**src/rtl/spwa_pkg.sv**
```systemverilog
// Package: shared widths and control-word field positions for the pairwise
// widening adder. Assumes a 32-bit control word and 64-bit register halves.
package spwa_pkg;
    localparam int HALF_W   = 64;
    localparam int CTRL_W   = 32;
    localparam int SIZE_LO  = 18;
    localparam int UNS_BIT  = 7;
    localparam int QUAD_BIT = 6;
    localparam int DST_LSB  = 12;
    localparam int SRC_LSB  = 0;

    typedef struct packed {
        logic [1:0] size;
        logic       uns;
        logic       quad;
        logic       illegal;
    } spwa_ctrl_t;
endpackage

```
**src/rtl/spwa_decode.sv**
```systemverilog
// Decoder: pulls size, signedness and width out of the control word and
// flags the reserved size and odd register indices in quad mode.
// Assumes field positions from spwa_pkg; all other bits are ignored.
module spwa_decode
    import spwa_pkg::*;
(
    input  logic [CTRL_W-1:0] ctrl_word,
    output spwa_ctrl_t        dec
);
    logic dst_odd;
    logic src_odd;
    logic unused_ctrl_bits;

    // Field extraction and legality check.
    always_comb begin
        dec.size    = ctrl_word[SIZE_LO +: 2];
        dec.uns     = ctrl_word[UNS_BIT];
        dec.quad    = ctrl_word[QUAD_BIT];
        dst_odd     = ctrl_word[DST_LSB];
        src_odd     = ctrl_word[SRC_LSB];
        dec.illegal = (dec.size == 2'b11) || (dec.quad && (dst_odd || src_odd));
    end

    assign unused_ctrl_bits = ^{ctrl_word[CTRL_W-1:SIZE_LO+2], ctrl_word[SIZE_LO-1:DST_LSB+1],
                                ctrl_word[DST_LSB-1:UNS_BIT+1], ctrl_word[QUAD_BIT-1:SRC_LSB+1]};
endmodule

```
**src/rtl/spwa_half_adder.sv**
```systemverilog
// One 64-bit half: forms all three element-width variants of the pairwise
// widening sum in parallel, then selects one by size. Reserved size gives 0.
// The path is the same for all data values.
module spwa_half_adder #(
    parameter int HW = 64
) (
    input  logic [HW-1:0] half_in,
    input  logic [1:0]    size,
    input  logic          uns,
    output logic [HW-1:0] half_sum
);
    localparam int NUM_VAR = 3;

    logic [HW-1:0] var_sum [NUM_VAR];

    for (genvar k = 0; k < NUM_VAR; k++) begin : g_width
        localparam int ES = 8 << k;
        localparam int NP = HW / (2 * ES);
        for (genvar p = 0; p < NP; p++) begin : g_pair
            logic [ES-1:0]   e_lo;
            logic [ES-1:0]   e_hi;
            logic [2*ES-1:0] x_lo;
            logic [2*ES-1:0] x_hi;
            // Extend both elements of the pair to lane width and add them.
            always_comb begin
                e_lo = half_in[(2*p)*ES +: ES];
                e_hi = half_in[(2*p+1)*ES +: ES];
                x_lo = {{ES{~uns & e_lo[ES-1]}}, e_lo};
                x_hi = {{ES{~uns & e_hi[ES-1]}}, e_hi};
                var_sum[k][p*2*ES +: 2*ES] = x_lo + x_hi;
            end
        end
    end

    // Pick the variant that matches the element width.
    always_comb begin
        case (size)
            2'b00:   half_sum = var_sum[0];
            2'b01:   half_sum = var_sum[1];
            2'b10:   half_sum = var_sum[2];
            default: half_sum = '0;
        endcase
    end
endmodule

```
**src/rtl/simd_pair_widen_add.sv**
```systemverilog
// Top: decodes the control word, runs one half adder per 64-bit half, and
// registers the result with one cycle of latency. Assumes VEC_W is a
// multiple of 64. Half 0 is always active; upper halves only in quad mode.
module simd_pair_widen_add
    import spwa_pkg::*;
#(
    parameter int VEC_W = 128
) (
    input  logic              clk,
    input  logic              rst_n,
    input  logic              in_valid,
    input  logic [CTRL_W-1:0] ctrl_word,
    input  logic [VEC_W-1:0]  src_vec,
    output logic              out_valid,
    output logic              out_undef,
    output logic [VEC_W-1:0]  res_vec
);
    localparam int NUM_HALF = VEC_W / HALF_W;

    spwa_ctrl_t       dec;
    logic [VEC_W-1:0] next_res;

    spwa_decode u_dec (
        .ctrl_word (ctrl_word),
        .dec       (dec)
    );

    for (genvar h = 0; h < NUM_HALF; h++) begin : g_half
        logic [HALF_W-1:0] hsum;
        spwa_half_adder #(.HW(HALF_W)) u_half (
            .half_in  (src_vec[h*HALF_W +: HALF_W]),
            .size     (dec.size),
            .uns      (dec.uns),
            .half_sum (hsum)
        );
        // Gate upper halves off unless the quad width is selected.
        always_comb begin
            next_res[h*HALF_W +: HALF_W] = (h == 0 || dec.quad) ? hsum : '0;
        end
    end

    // Output register: take a result or a zero on each strobe.
    always_ff @(posedge clk) begin
        if (!rst_n) begin
            out_valid <= 1'b0;
            out_undef <= 1'b0;
            res_vec   <= '0;
        end else begin
            out_valid <= in_valid & ~dec.illegal;
            out_undef <= in_valid & dec.illegal;
            if (in_valid) begin
                res_vec <= dec.illegal ? '0 : next_res;
            end
        end
    end


    size_rsv_chk: assert property (@(posedge clk) disable iff (!rst_n)
        in_valid && ctrl_word[SIZE_LO +: 2] == 2'b11 |=> out_undef && !out_valid);

    odd_reg_chk: assert property (@(posedge clk) disable iff (!rst_n)
        in_valid && ctrl_word[QUAD_BIT] && (ctrl_word[DST_LSB] || ctrl_word[SRC_LSB]) |=> out_undef);

    undef_zero_chk: assert property (@(posedge clk) disable iff (!rst_n)
        out_undef |-> (res_vec == '0) && !out_valid);

    strobe_lat_chk: assert property (@(posedge clk) disable iff (!rst_n)
        in_valid |=> out_valid || out_undef);

    idle_quiet_chk: assert property (@(posedge clk) disable iff (!rst_n)
        !in_valid |=> !out_valid && !out_undef);

    hold_res_chk: assert property (@(posedge clk) disable iff (!rst_n)
        !in_valid |=> $stable(res_vec));

    narrow_upper_chk: assert property (@(posedge clk) disable iff (!rst_n)
        in_valid && !ctrl_word[QUAD_BIT] |=> res_vec[VEC_W-1:HALF_W] == '0);
endmodule

```
**config.mk**
```make
export PLATFORM = sky130hd
export DESIGN_NAME = simd_pair_widen_add
export DESIGN_NICKNAME = d
export VERILOG_FILES = /design/src/rtl/spwa_pkg.sv /design/src/rtl/spwa_decode.sv /design/src/rtl/spwa_half_adder.sv /design/src/rtl/simd_pair_widen_add.sv
export SDC_FILE = /design/constraint.sdc
export NUM_CORES = 1
export LEC_CHECK = 0
export BUFFER_PORTS_ARGS = -buffer_cell sky130_fd_sc_hd__buf_4
export CORE_UTILIZATION = 57
export CTS_CLUSTER_DIAMETER = 200
export DETAILED_ROUTE_END_ITERATION = 16
export PLACE_DENSITY = 0.81
export SLEW_MARGIN = 20
export SYNTH_ARGS = -nofsm -noshare
export SYNTH_HDL_FRONTEND = slang
export SYNTH_SLANG_ARGS = --single-unit
```
**constraint.sdc**
```tcl
create_clock -name clk -period 3.3 [get_ports clk]
set_clock_uncertainty 0.15 [all_clocks]
set_input_delay 0.33 -clock clk [delete_from_list [all_inputs] [get_ports clk]]
set_output_delay 0.33 -clock clk [all_outputs]
set_load 0.02 [all_outputs]
```
==> impl_metrics.py, run 1 <==
metrics = {
    "timing": {
        "rsz0062_at_grt": "false",
        "max_slew.worst_pin.slew_ps": 710.1,
        "period_needed_ps": 2962,
        "hold_violations": 0,
        "setup_viol": 0,
        "relSlewSlack_pct": 52.49,
        "fin_crit_sh_pct": 89.76,
        "setup_tns_ps": 0,
        "max_freq_mhz": 337.6,
        "slew_viol_final": 0,
        "worst_hold_slack_ps": 75.72,
    },
    "cts": {
        "insertion_delay_ps": 440,
        "cts_setup_buffers": 0,
        "h-tree-depth": 4,
        "cts_tree": "done",
        "clock_path_buffers": 2,
        "cts.sinks": 118,
        "cts_resized": 0,
        "numCtsBuffers": 17,
        "cts-root-buf": "clkbuf_16",
        "hold_buffers": 0,
        "clk_pin_slew_ps": 60,
    },
    "yosys": {
        "seq_area_frac_synth_pct": 16.45,
        "synth.distinct_cells": 89,
        "yosys-top-cells-count": "206 x ha_1, 179 x a21oi_1, 160 x nand2_1",
        "ys_warn_count": 0,
        "synth_nets": 2203,
        "synth_area_per_cell_um2": 7.892,
        "ys_async_sr_fraction_pct": 0,
        "netlist.area_leader.share_pct": 17.94,
        "syn_inst": 1820,
        "netlist_area_um2": 14360,
        "synth.most_common_cell": "ha_1",
        "ys_seq_elements": 118,
        "yosys-top-cells-area": "ha_1 18%, dfxtp_1 16%, a21oi_1 6.2%, xnor2_1 5.5%, o21ai_0 4.3%",
        "yosys.area.top_type": "ha_1",
        "synth_edf_count": 0,
        "ys.flop_type": "dfxtp_1",
    },
    "place": {
        "portBuffers": 266,
        "dpl.hpwl_mm": 44.88,
        "gp_congestion": 1.054,
    },
    "power_and_ir_drop": {
        "p_sw_uw": 2559,
        "combPwrFrac_pct": 45.0,
        "power_per_cell_area_nw_per_um2": 359.3,
        "p_leak_uw": 0.008052,
        "clockPowerShare_pct": 30.8,
        "ir_worst_vdd_v": 0.0002692,
        "p_seq_share_pct": 24.2,
        "p_int_uw": 3713,
        "switching_share_pct": 40.80,
    },
    "final_layout": {
        "layout-drive-gt1-share_pct": 18.82,
        "fin_util_pct": 71.16,
        "nets": 2474,
        "area_growth_pct": 21.55,
        "num-fill-cells": 2081,
    },
    "floorplanning": {
        "core.rowCount": 57,
        "fp.dieH_um": 160.7,
        "io_pins": 293,
        "die_w_um": 160.7,
        "initial_core_util_pct": 58.55,
        "core-area_um2": 24530,
        "dieArea_um2": 25840,
    },
    "setup_path": {
        "path_depth": 11,
        "crit_required_ps": 3450,
        "cp_num_buf_inv": 1,
        "critPathMaxFanout": 6,
        "crit_chain": "buf_4 -> ha_1 -> fa_1 -> a211oi_1 -> o211ai_1 -> nand4_1 -> nand2_1 -> a32o_1 -> mux2i_1 -> a2111oi_0 -> a211oi_1",
        "end_kind": "register",
        "max_stage_delay_ps": 430,
        "reg2reg_depth": 4,
        "path_delay_family": "compound AO/OA/AOI/OAI gates",
        "crit_arrival_ps": 3110,
        "slowest_stage": "a211oi_1",
        "start_kind": "input pin",
        "critPathKind": "input pin to register",
        "path_common_cell": "a211oi_1",
    },
    "job": {
        "cap_violations": 0,
    },
    "global_route": {
        "grt_pass1_wl_mm": 85.05,
        "antenna_found_initial": 2,
        "grtUsageTotal_pct": 42.80,
        "overflow": 0,
        "grt_start_max_net_pins": 44,
        "grt_pass1_vias": 15110,
    },
    "route": {
        "viasPerCell": 6.716,
        "drc": 0,
        "postRouteAntennaNets": 0,
        "wl_mm": 56.73,
        "first_iter_violations": 1800,
        "wl_per_cell_um": 23.35,
        "detail_route.first_pass.iterations": 6,
        "via_count": 16310,
    },
    "run_status": {
        "status": "finished clean",
    },
    "worst_hold_path": {
        "whs_path_depth": 3,
        "hold_class": "input pin to register",
    },
}
-- sequential cells by signal (all words and copies together) (netlist names) --
register and cells:
res_vec 116, out_undef 1, out_valid 1
-- stage by stage --
stage | total power [uW] | worst slack, ps | instance area (um^2) | std cells
after detailed placement | 4267 | 1.217 | 16880 | 2396
after global routing | 6533 | 202.4 | 17460 | 2429
after global placement | 4212 | 61.19 | 16880 | 2396
after CTS | 6184 | 422.1 | 17460 | 2428
after floorplan | 3366 | 270.2 | 14360 | 1820
final | 6272 | 338.0 | 17460 | 2429
-- worst paths after layout --
check                                start                        to  slack [ps]
hold reg to reg   res_vec[74]$_SDFFE_PN0P_  res_vec[74]$_SDFFE_PN0P_         310
hold / removal                       rst_n      out_undef$_SDFF_PN0_          80
setup reg to reg  res_vec[88]$_SDFFE_PN0P_  res_vec[88]$_SDFFE_PN0P_        1930
setup / recovery               src_vec[96]  res_vec[88]$_SDFFE_PN0P_         340
-- metal layers --
layer  GRT usage, %  share of wire (%)
met1          58.19                 41
met2          65.11                 42
met3          9.065                 12
met4          18.40                4.4
met5              0                  0
-- area by class of cell --
cell class	instances	area, um^2	share of cell area (%)
clock buffers	17	425.4	2.437
inverters	47	176.4	1.010
diodes	1	2.502	0.01433
well taps	324	405.4	2.322
multi-input cells	1570	11380	65.21
clock inverters	15	147.6	0.8456
repair buffers	337	2555	14.63
flip-flops and latches	118	2362	13.53
-- tightest hold or removal path: cells and delay by family --
kind / cells / cell delay (ps)
AOI/OAI and AO/OA: 1 / 70
buffers and inverters: 1 / 140
and+or+nand+nor: 1 / 60
-- cells by family after synthesis --
family	after synthesis	share of synthesized area (%)
compound gates	684	32.61
xor+xnor	144	8.780
fa+ha+maj	220	19.90
buf+inv	132	4.347
flops	118	16.45
mux	20	1.437
simple gates	502	16.48
-- cells in the final DEF (no fill, tap or decap), types with 11 or more instances in the layout --
| master | instances |
|---|---|
| a221o_1 | 42 |
| inv_1 | 47 |
| nand2_1 | 160 |
| nand3_1 | 32 |
| fa_1 | 14 |
| a211oi_1 | 30 |
| nor2_1 | 133 |
| nor3_1 | 36 |
| o31ai_1 | 11 |
| a21oi_1 | 179 |
| a22o_1 | 13 |
| nor2b_1 | 38 |
| a31oi_1 | 15 |
| a21o_1 | 73 |
| nand4_1 | 19 |
| mux2i_1 | 15 |
| clkbuf_16 | 17 |
| a221oi_1 | 11 |
| xnor2_1 | 91 |
| o21ai_0 | 123 |
| o211ai_1 | 22 |
| o21a_1 | 15 |
| nand2b_1 | 26 |
| a22oi_1 | 27 |
| o21bai_1 | 22 |
| dfxtp_1 | 118 |
| ha_1 | 206 |
| xor2_1 | 53 |
| buf_4 | 335 |
-- power by group through the flow --
stage / sequential [uW] / clock [uW] / combinational (uW)
after floorplan: 1610 / 0 / 1760
final: 1520 / 1930 / 2820
after global routing: 1520 / 1970 / 3030
after detailed placement: 1550 / 0 / 2720
after CTS: 1520 / 1920 / 2740
after global placement: 1550 / 0 / 2660
(Power assumes the default switching activity.)
==> run 2: changes to the inputs <==
Settings changed: CORE_ASPECT_RATIO set to 0.9, MAX_ROUTING_LAYER set to met4, TNS_END_PERCENT set to 50.
==> run 2 against run 1 <==
Net effect:
- setup slack worse by 43 ps
- sequential share of layout area about the same
- non-clock buffer count grew 5
- total power about the same
- flip-flop and latch count is the same
- routed wire length up 0.28%
- largest power group unchanged
- highest routed layer unchanged
==> impl_metrics.py, run 2 (same netlist as run 1, synthesis figures left out) <==
metrics = {
    "cts": {
        "clk_pin_slew_ps": 70,
        "cts_setup_buffers": 0,
        "numCtsBuffers": 17,
        "cts_resized": 0,
        "cts_tree": "done",
        "hold_buffers": 0,
        "h-tree-depth": 4,
        "clock_path_buffers": 2,
        "cts-root-buf": "clkbuf_16",
        "cts.sinks": 118,
        "insertion_delay_ps": 440,
    },
    "route": {
        "drc": 0,
        "wl_mm": 56.89,
        "via_count": 16300,
        "postRouteAntennaNets": 0,
        "detail_route.first_pass.iterations": 5,
        "first_iter_violations": 1813,
        "viasPerCell": 6.664,
        "wl_per_cell_um": 23.26,
    },
    "final_layout": {
        "multi_input_area_um2": 11380,
        "regMostFlops": "res_vec",
        "top_regs": "res_vec x116, out_undef x1, out_valid x1",
        "layout-drive-gt1-share_pct": 18.97,
        "mostFrequentLayoutCells": "342 x buf_4, 206 x ha_1, 179 x a21oi_1, 160 x nand2_1, 133 x nor2_1",
        "area_growth_pct": 21.70,
        "layout_commonest_cell": "buf_4",
        "nets": 2479,
        "regArea_um2": 2362,
        "largest_reg_flops": 116,
        "layoutNonFillerInstCount": 2446,
        "num-fill-cells": 1995,
    },
    "timing": {
        "slew_viol_final": 0,
        "hold_violations": 0,
        "worst_hold_slack_ps": 18.24,
        "max_freq_mhz": 332.8,
        "rsz0062_at_grt": "false",
        "period_needed_ps": 3005,
        "relSlewSlack_pct": 40.74,
        "setup_tns_ps": 0,
        "max_slew.worst_pin.slew_ps": 885.7,
        "setup_viol": 0,
        "fin_ws_ps": 295.0,
        "fin_crit_sh_pct": 91.06,
    },
    "setup_path": {
        "end_kind": "register",
        "reg2reg_depth": 5,
        "r2r_start": "res_vec[15]$_SDFFE_PN0P_",
        "start_kind": "input pin",
        "critPathKind": "input pin to register",
        "crit_arrival_ps": 3180,
        "regToRegSetupSlack_ps": 1540,
        "r2r_end": "res_vec[15]$_SDFFE_PN0P_",
        "critPathMaxFanout": 4,
        "crit_required_ps": 3470,
    },
    "floorplanning": {
        "fp.dieH_um": 152.6,
        "initial_core_util_pct": 58.73,
        "io_pins": 293,
        "core-area_um2": 24460,
        "core.rowCount": 54,
        "dieArea_um2": 25840,
        "die_w_um": 169.3,
    },
    "place": {
        "pre_cts_slack_ps": -56.37,
        "dpl.hpwl_mm": 45.64,
        "portBuffers": 266,
        "numPlacedInstances": 2413,
        "gp_congestion": 1.024,
    },
    "power_and_ir_drop": {
        "ir_worst_vdd_v": 0.0002790,
        "power.total_uw": 6269,
        "power_per_cell_area_nw_per_um2": 358.6,
        "p_leak_uw": 0.008073,
    },
    "global_route": {
        "antenna_found_initial": 1,
        "grt_pass1_vias": 15190,
        "grt_start_max_net_pins": 34,
        "grtUsageTotal_pct": 44.56,
        "grt_pass1_wl_mm": 85.91,
        "overflow": 0,
    },
    "run_status": {
        "status": "finished clean",
    },
    "worst_hold_path": {
        "min_to": "out_undef$_SDFF_PN0_",
        "hold_class": "input pin to register",
        "whs_path_depth": 3,
        "min_from": "rst_n",
    },
    "job": {
        "cap_violations": 0,
    },
}
==> run 2: area by class of cell <==
cell class,instances,area share (%)
multi-input combinational,1570,65.13
timing repair buffer,342,14.69
sequential,118,13.51
clock buffer,19,2.534
tap,336,2.405
inverter,47,1.009
clock inverter,13,0.7086
antenna,1,0.01432
==> run 2: worst max-delay path, cell delays in order <==
cell and delay (ps):
buf_4 130, ha_1 310, a211o_1 310, a2111oi_2 380, nor3b_1 120, o21ai_2 330, o22ai_1 190, a2111oi_0 760
buf_4 220, a32oi_1 90
==> run 2: per-stage QoR <==
step	utilization, %	instance area [um^2]
after floorplan	-	14360
after global placement	69.14	16910
after detailed placement	69.14	16910
after CTS	71.46	17480
after global routing	71.47	17480
final	71.47	17480
==> run 2: per-layer routing <==
| layer | track usage [%] | wire (um) | part of all wire [%] | vias up |
|---|---|---|---|---|
| met5 | - | 0 | 0 | - |
| met4 | 20.08 | 2599 | 4.6 | 0 |
| met1 | 59.51 | 23430 | 41 | 7615 |
| met2 | 62.04 | 23030 | 40 | 1030 |
| li1 | - | - | - | 7456 |
| met3 | 11.92 | 7833 | 14 | 199 |
==> run 2: worst max path at each step <==
| stage | startpoint | endpoint | slack (ps) | depth (start not counted) |
|---|---|---|---|---|
| after floorplan | src_vec[0] | res_vec[30]$_SDFFE_PN0P_ | 270 | 10 |
| after global placement | src_vec[1] | res_vec[15]$_SDFFE_PN0P_ | -90 | 10 |
| after detailed placement | src_vec[1] | res_vec[15]$_SDFFE_PN0P_ | -60 | 10 |
| after CTS | src_vec[1] | res_vec[15]$_SDFFE_PN0P_ | 380 | 10 |
| after global routing | src_vec[0] | res_vec[30]$_SDFFE_PN0P_ | 160 | 12 |
| final | src_vec[1] | res_vec[15]$_SDFFE_PN0P_ | 290 | 10 |
==> run 2: where the power goes <==
part           total, uW  internal (uW)  switching (uW)
combinational       2840           1180            1660
sequential          1520           1480            38.1
clock               1910           1060             844
total               6270           3730            2540
